## config.mk

```make
export PLATFORM = sky130hd
export DESIGN_NAME = mdrop_rx
export DESIGN_NICKNAME = d
export VERILOG_FILES = /design/src/rtl/mdrop_rx.sv
export SDC_FILE = /design/constraint.sdc
export NUM_CORES = 1
export LEC_CHECK = 0
export ABC_AREA = 1
export CAP_MARGIN = 10
export CORE_AREA = 3 3 73 75
export CTS_CLUSTER_DIAMETER = 30
export DETAILED_ROUTE_END_ITERATION = 10
export DIE_AREA = 0 0 76 78
export GPL_ROUTABILITY_DRIVEN = 0
export PLACE_DENSITY = 0.66
export SETUP_SLACK_MARGIN = 0.02
export SLEW_MARGIN = 20
export SYNTH_ARGS = -nofsm -noshare
export SYNTH_HDL_FRONTEND = slang
export SYNTH_SLANG_ARGS = --single-unit
```

## constraint.sdc

```tcl
create_clock -name clk -period 3.9 [get_ports clk]
set_input_delay 0.78 -clock clk [delete_from_list [all_inputs] [get_ports clk]]
set_output_delay 0.78 -clock clk [all_outputs]
set_load 0.02 [all_outputs]
```

## src/rtl/mdrop_rx.sv

```systemverilog
module mdrop_rx #(
  parameter int TICK_DIV = 2
) (
  input  logic       clk,
  input  logic       rst_n,
  input  logic       rxd,
  input  logic       filt_en,
  input  logic       mode9,
  input  logic       fast,
  input  logic [7:0] node_addr,
  input  logic [7:0] node_mask,
  input  logic       done_clr,
  output logic [7:0] rx_byte,
  output logic       rx_bit9,
  output logic       rx_done,
  output logic       frame_err
);
  localparam int PW = $clog2(TICK_DIV + 1);

  logic [1:0]    sy;
  logic          busy;
  logic [PW-1:0] pre;
  logic [3:0]    tcnt, bidx;
  logic [8:0]    sh;
  logic [2:0]    smp;

  wire           s     = sy[1];
  wire [PW-1:0]  lim   = fast ? PW'(TICK_DIV / 2) : PW'(TICK_DIV);
  wire           tick  = busy && (pre == lim - PW'(1));
  wire           vote  = (smp[0] & smp[1]) | (smp[0] & smp[2]) | (smp[1] & smp[2]);
  wire [3:0]     last  = mode9 ? 4'd10 : 4'd9;
  wire           bend  = tick && (tcnt == 4'd15);
  wire           fin   = bend && (bidx == last);

  wire [7:0] byte_w  = mode9 ? sh[7:0] : sh[8:1];
  wire       ninth_w = mode9 ? sh[8] : vote;
  wire [7:0] bcast   = node_addr | node_mask;
  wire       hit     = (((byte_w ^ node_addr) & node_mask) == 8'h00) ||
                       ((byte_w & bcast) == bcast);
  wire       accept  = fin && !rx_done && (!filt_en || (ninth_w && hit));

  always_ff @(posedge clk or negedge rst_n)
    if (!rst_n) sy <= 2'b11;
    else        sy <= {sy[0], rxd};

  always_ff @(posedge clk or negedge rst_n) begin
    if (!rst_n) begin
      busy <= 1'b0;
      pre  <= '0;
      tcnt <= '0;
      bidx <= '0;
      sh   <= '0;
      smp  <= '0;
    end else if (!busy) begin
      if (!s) begin
        busy <= 1'b1;
        pre  <= '0;
        tcnt <= '0;
        bidx <= '0;
      end
    end else begin
      pre <= tick ? '0 : pre + PW'(1);
      if (tick) begin
        tcnt <= tcnt + 4'd1;
        if (tcnt >= 4'd7 && tcnt <= 4'd9) smp <= {s, smp[2:1]};
        if (bend) begin
          if ((bidx == 4'd0 && vote) || fin) busy <= 1'b0;
          else begin
            bidx <= bidx + 4'd1;
            if (bidx != 4'd0) sh <= {vote, sh[8:1]};
          end
        end
      end
    end
  end

  always_ff @(posedge clk or negedge rst_n) begin
    if (!rst_n) begin
      rx_byte   <= '0;
      rx_bit9   <= 1'b0;
      rx_done   <= 1'b0;
      frame_err <= 1'b0;
    end else begin
      if (fin) frame_err <= !vote;
      if (accept) begin
        rx_byte <= byte_w;
        rx_bit9 <= ninth_w;
        rx_done <= 1'b1;
      end else if (done_clr) begin
        rx_done <= 1'b0;
      end
    end
  end

  // held data survives while the flag stays up
  p_hold_r11: assert property (@(posedge clk) disable iff (!rst_n)
    rx_done && !done_clr |=> rx_done && $stable(rx_byte) && $stable(rx_bit9));


  p_clear_r12: assert property (@(posedge clk) disable iff (!rst_n)
    rx_done && done_clr |=> !rx_done && $stable(rx_byte));

  // the flag rises only on a frame completion
  p_rise_r4: assert property (@(posedge clk) disable iff (!rst_n)
    $rose(rx_done) |-> $past(fin));


  p_drop_r6: assert property (@(posedge clk) disable iff (!rst_n)
    fin && filt_en && !ninth_w && !rx_done |=> !rx_done);

  // bit index never runs past the frame length
  p_bidx_r2: assert property (@(posedge clk) disable iff (!rst_n)
    busy |-> bidx <= last);

  // a false start ends reception without completing a frame
  p_false_r3: assert property (@(posedge clk) disable iff (!rst_n)
    bend && bidx == 4'd0 && vote |=> !busy && $stable(rx_done));
endmodule

```

# Word level (Yosys, flattened, before mapping)
# Index checks and enable logic that the tools add are counted.
# Widths: inputs -> output; s select.
[op_classes]
addsub = 4
mul = 0
div_mod_pow = 0
magnitude_cmp = 2
eq_ne = 8
n_shift = 0
muxes = 21
bitwise = 10
reduce_logical = 22
[ops]
columns = ["cell", "count"]
rows = [
  ["$mux 4", 7],
  ["$and 8x8->8", 2],
  ["$mux 2", 5],
  ["$add 4x1->4 const B", 2],
  ["$eq 8x8->1", 1],
  ["$logic_and 1x1->1", 8],
  ["$logic_not 8->1", 1],
  ["$mux 1", 8],
  ["$mux 8", 1],
  ["$or 8x8->8", 1],
  ["$xor 8x8->8", 1],
  ["$ne 2x1->1 const B", 3],
  ["$reduce_and 5->1", 1],
  ["$eq 4x4->1", 1],
  ["$eq 4x4->1 const B", 1],
  ["$ge 4x3->1 const B", 1],
  ["$le 4x4->1 const B", 1],
  ["$logic_not 4->1", 1],
  ["$reduce_and 4->1", 1],
  ["$reduce_bool 4->1", 1],
  ["$and 1x1->1", 3],
  ["$logic_not 1->1", 3],
  ["$logic_or 1x1->1", 3],
  ["$reduce_and 3->1", 1],
  ["8 further kinds", 9],
]
[word_totals]
ff_bits = 36
latch_bits = 0
ram_bits = 0
mem_bits_ro = 0
out_inout_bits = 11
memories = 0

# Longest topological paths before layout
[logic_depth]
ltp_word = 11
depth_mapped = 15
mapped_depth_nobuf = 14

# Least setup slack after synthesis
# OpenSTA, ideal clock, no wires.
[synth_path]
kind = "in2reg"
startpoint = "input port mode9"
endpoint = "register rx_bit9"
setup_ns = 0.117
arrival_ns = 1.890
t_required_ns = 3.783
path_slack_ns = 1.893
path_stages = 8
path_buffers = 2
path_cell_list = "buf_6 -> buf_8 -> o21ai_1 -> nand4_4 -> nor3_4 -> nand2_4 -> nand2_1 -> nand2_1"
[synth_between]
elab_chain_len = 8
elab_cells_between_ends = 15
classes_between = "2 x eq/ne; 3 x mux; 3 x bitwise; 7 x reduce/logical"
[synth_lines]
columns = ["item", "line_no", "text"]
rows = [
  ["start: declaration", "8", "input logic mode9,"],
  ["$mux 8", "35", "wire [7:0] byte_w = mode9 ? sh[7:0] : sh[8:1];"],
  ["$xor 8x8->8", "38", "wire hit = (((byte_w ^ node_addr) & node_mask) == 8'h00) ||"],
  ["$and 8x8->8", "38", ""],
  ["$logic_not 8->1", "38", ""],
  ["$logic_or 1x1->1", "38", ""],
  ["$logic_and 1x1->1", "40", "wire accept = fin && !rx_done && (!filt_en || (ninth_w && hit));"],
  ["$logic_or 1x1->1", "40", ""],
  ["$logic_and 1x1->1", "40", ""],
  ["end signal: assignment", "87", "rx_bit9 <= ninth_w;"],
  ["end: declaration", "14", "output logic rx_bit9,"],
]
# Parallel ways exist; a longest one is shown, timed or not.
# A chain may end at the register's enable or synchronous reset.

# Worst setup path after layout
[layout_path]
startpoint = "input port mode9"
endpoint = "register rx_byte[2]"
[layout_between]
elab_chain_len = 8
elab_cells_between_ends = 15
classes_between = "2 x eq/ne; 3 x mux; 3 x bitwise; 7 x reduce/logical"
[layout_lines]
columns = ["item", "line_no", "text"]
rows = [
  ["$mux 8", "35", ""],
  ["$xor 8x8->8", "38", ""],
  ["$and 8x8->8", "38", ""],
  ["$logic_not 8->1", "38", ""],
  ["$logic_or 1x1->1", "38", ""],
  ["$logic_and 1x1->1", "40", ""],
  ["$logic_or 1x1->1", "40", ""],
  ["$logic_and 1x1->1", "40", ""],
  ["end signal: assignment", "86", "rx_byte <= byte_w;"],
  ["end: declaration", "13", "output logic [7:0] rx_byte,"],
]
# Parallel ways exist; a longest one is shown, timed or not.

==> results.sh <==
export IMPL_synth_commonest_cells="90 x nand2_1, 38 x nand3_1, 37 x inv_1, 34 x dfrtp_1, 18 x o21ai_0"
export IMPL_drtIter0Drc=122
export IMPL_overflow=0
export IMPL_reg2reg_from="smp[2]"
export IMPL_stdcell_count=389
export IMPL_drt_total_wl_mm=4.59
export IMPL_holdBufCountCts=0
export IMPL_min_period_over_period=0.699
export IMPL_clock_sinks=36
export IMPL_cpPeakStageDelay_ns=0.88
export IMPL_setup_viol=0
export IMPL_postCtsSetupBuffers=0
export IMPL_cp_data_arrival_time_ns=2.90
export IMPL_ys_types=26
export IMPL_vias_per_cell=4.80
export IMPL_cpMostUsedCell="nand2_1"
export IMPL_grt_pass1_vias=1792
export IMPL_path_buf_inv=2
export IMPL_path_depth=14
export IMPL_ys_seq_area_frac=0.422
export IMPL_dp_hpwl_mm=3.49
export IMPL_ff2ff_path_depth=9
export IMPL_r2r_setup_slack_ns=2.07
export IMPL_io_buffers=33
export IMPL_drtPass1Iterations=4
export IMPL_dr_total_vias=1869
export IMPL_core_mm2=0.00472
export IMPL_grt_max_degree=37
export IMPL_synthCells=284
export IMPL_diodes=0
export IMPL_postLayoutSetupSlackWorst_ns=1.17
export IMPL_cts_tree="done"
export IMPL_start_util=0.453
export IMPL_root_buffer="clkbuf_8"
export IMPL_ys_ff_latch=36
export IMPL_crit_path_end_kind="register"
export IMPL_hold_start="sy[0]"
export IMPL_crit_chain="clkdlybuf4s50_1, inv_6, nand2_1, nand2_1, o21ai_0, nand2_1, nor2_1, nand2_1, nand2_1, nand2_1, nand2_4, nand2_4, nand2_1, nand2_1"
export IMPL_grt_pass1_wl_mm=8.02
export IMPL_ctsLongestPathBuffers=2
export IMPL_ys_top_cells_by_area="dfrtp_1 40%, nand2_1 16%, nand3_1 8.9%"
export IMPL_die_area_mm2=0.00593
export IMPL_die_x_um=76
export IMPL_rows=25
export IMPL_timing_fmax_ghz=0.367
export IMPL_path_clk_slew_ns=0.08
export IMPL_max_slew_margin=0.573
export IMPL_cts_buffers=5
export IMPL_fin_nets=349
export IMPL_p_leak_nw=1.30
export IMPL_tns_ns=0
export IMPL_ir_drop_mv=0.256
export IMPL_die_h_um=78
export IMPL_netlist_area_mm2=0.00214
export IMPL_yosysMostFrequentCell="nand2_1"
export IMPL_synth_edff_count=0
export IMPL_hold_viol_final=0
export IMPL_async_reset_ff_frac=1.00
export IMPL_yosysWarnings=0
export IMPL_powerDensity_mw_per_mm2=440
export IMPL_status="finished clean"
export IMPL_power_mw=1.15
export IMPL_io_pins=34
export IMPL_syn_avg_cell_area_um2=7.53
export IMPL_htreeDepth=2
export IMPL_hold_end="sy[1]"
export IMPL_worstReg2RegEnd="rx_byte[2]"
export IMPL_antenna_found_initial=0
export IMPL_hold_class="reg -> reg"
export IMPL_worstSkewPairLatency_ns=0.29
export IMPL_path_delay_family="buffers and inverters"
export IMPL_wl_per_cell_um=11.8
export IMPL_crit_path_max_fanout=17
export IMPL_synth_largest_area_cell="dfrtp_1"
export IMPL_syn_to_final_growth_pct=22.5
export IMPL_critical_path_required_ns=4.08
export IMPL_crit_slowest_cell="clkdlybuf4s50_1"
export IMPL_worstSetupStartpointType="input pin"
export IMPL_max_cap_viol_count=0
export IMPL_holdPathStages=0
export IMPL_ys_flop_type="dfrtp_1"
export IMPL_post_route_util=0.554
export IMPL_dp_worst_setup_slack_ns=0.907
export IMPL_tightestPinTransition_ns=0.639
export IMPL_grt_use_total=0.167
export IMPL_yosysTopAreaCellShare=0.398
export IMPL_post_route_min_period_ns=2.73
export IMPL_drive_gt1_frac=0.0870
export IMPL_rsz0062_at_grt="false"
export IMPL_clock_skew_ns=0.00589
export IMPL_crit_type="in -> reg"
export IMPL_drc_errors=0
export IMPL_slew_viol_final=0
export IMPL_cts_resized=0
export IMPL_dp_cells=381
export IMPL_final_antenna_net_count=0
export IMPL_mappedNetlistNets=312
## cells by family after synthesis
logic type	share of synthesized area
and+or+nand+nor	0.332
DFF	0.422
AOI/OAI and AO/OA	0.111
adders and majority gates	0.0293
buffers and inverters	0.0971
xor gates and xnor gates	0.00819
## final cells by class
type                            count  area, µm²
Clock buffer                        5       68.8
Tap cell                           67       83.8
Inverter                           40        155
Timing Repair Buffer               34        338
Fill cell                         441       2100
Multi-Input combinational cell    204       1030
Clock inverter                      3       42.5
Sequential cell                    36        903
## how the worst max path moves through the flow
stage	start	endpoint	slack (ns)
4_1_cts	mode9	rx_byte[2]	1.21
5_1_grt	mode9	rx_byte[7]	0.98
2_1_floorplan	mode9	rx_bit9	1.89
3_3_place_gp	mode9	rx_byte[0]	0.95
3_5_place_dp	mode9	rx_byte[2]	0.91
6_report	mode9	rx_byte[2]	1.17
## flip-flops by register name, summed over array words and instances, names as in the netlist
| name | cells |
|---|---|
| smp | 3 |
| sh | 9 |
| frame_err | 1 |
| rx_done | 1 |
| rx_bit9 | 1 |
| rx_byte | 8 |
| sy | 2 |
| busy | 1 |
| tcnt | 4 |
| pre | 2 |
| bidx | 4 |
## per-layer routing
layer  global-route usage  vias up  wire length, µm
met5                    0        -                0
met4               0.0580        0               46
met3               0.0418        4              191
met2                0.262       45             2070
met1                0.225      838             2290
li1                     -      982                -
## per-stage QoR
| step | cell area, µm² | hold slack, ns |
|---|---|---|
| global placement | 2510 | 0.352 |
| global route | 2620 | 0.367 |
| CTS | 2620 | 0.362 |
| detailed placement | 2510 | 0.352 |
| finish | 2620 | 0.360 |
| floorplan | 2140 | 0.345 |
## placed cells by master (no fill, tap or decap), types with 2 or more instances in the layout
cell,n
a21oi_1,7
a21oi_2,2
clkbuf_8,5
clkdlybuf4s50_1,33
dfrtp_1,34
dfstp_2,2
ha_1,5
inv_1,37
inv_2,2
nand2_1,90
nand2_2,3
nand2_4,2
nand3_1,38
nor2_1,17
nor2_2,2
o21ai_0,18
o21ai_1,11
xor2_1,2
## report_power, final
group / internal (mW) / switching [mW]
Clock: 0.189 / 0.138
Sequential: 0.436 / 0.0578
Combinational: 0.127 / 0.204
Total: 0.752 / 0.400
(Power assumes the default switching activity.)
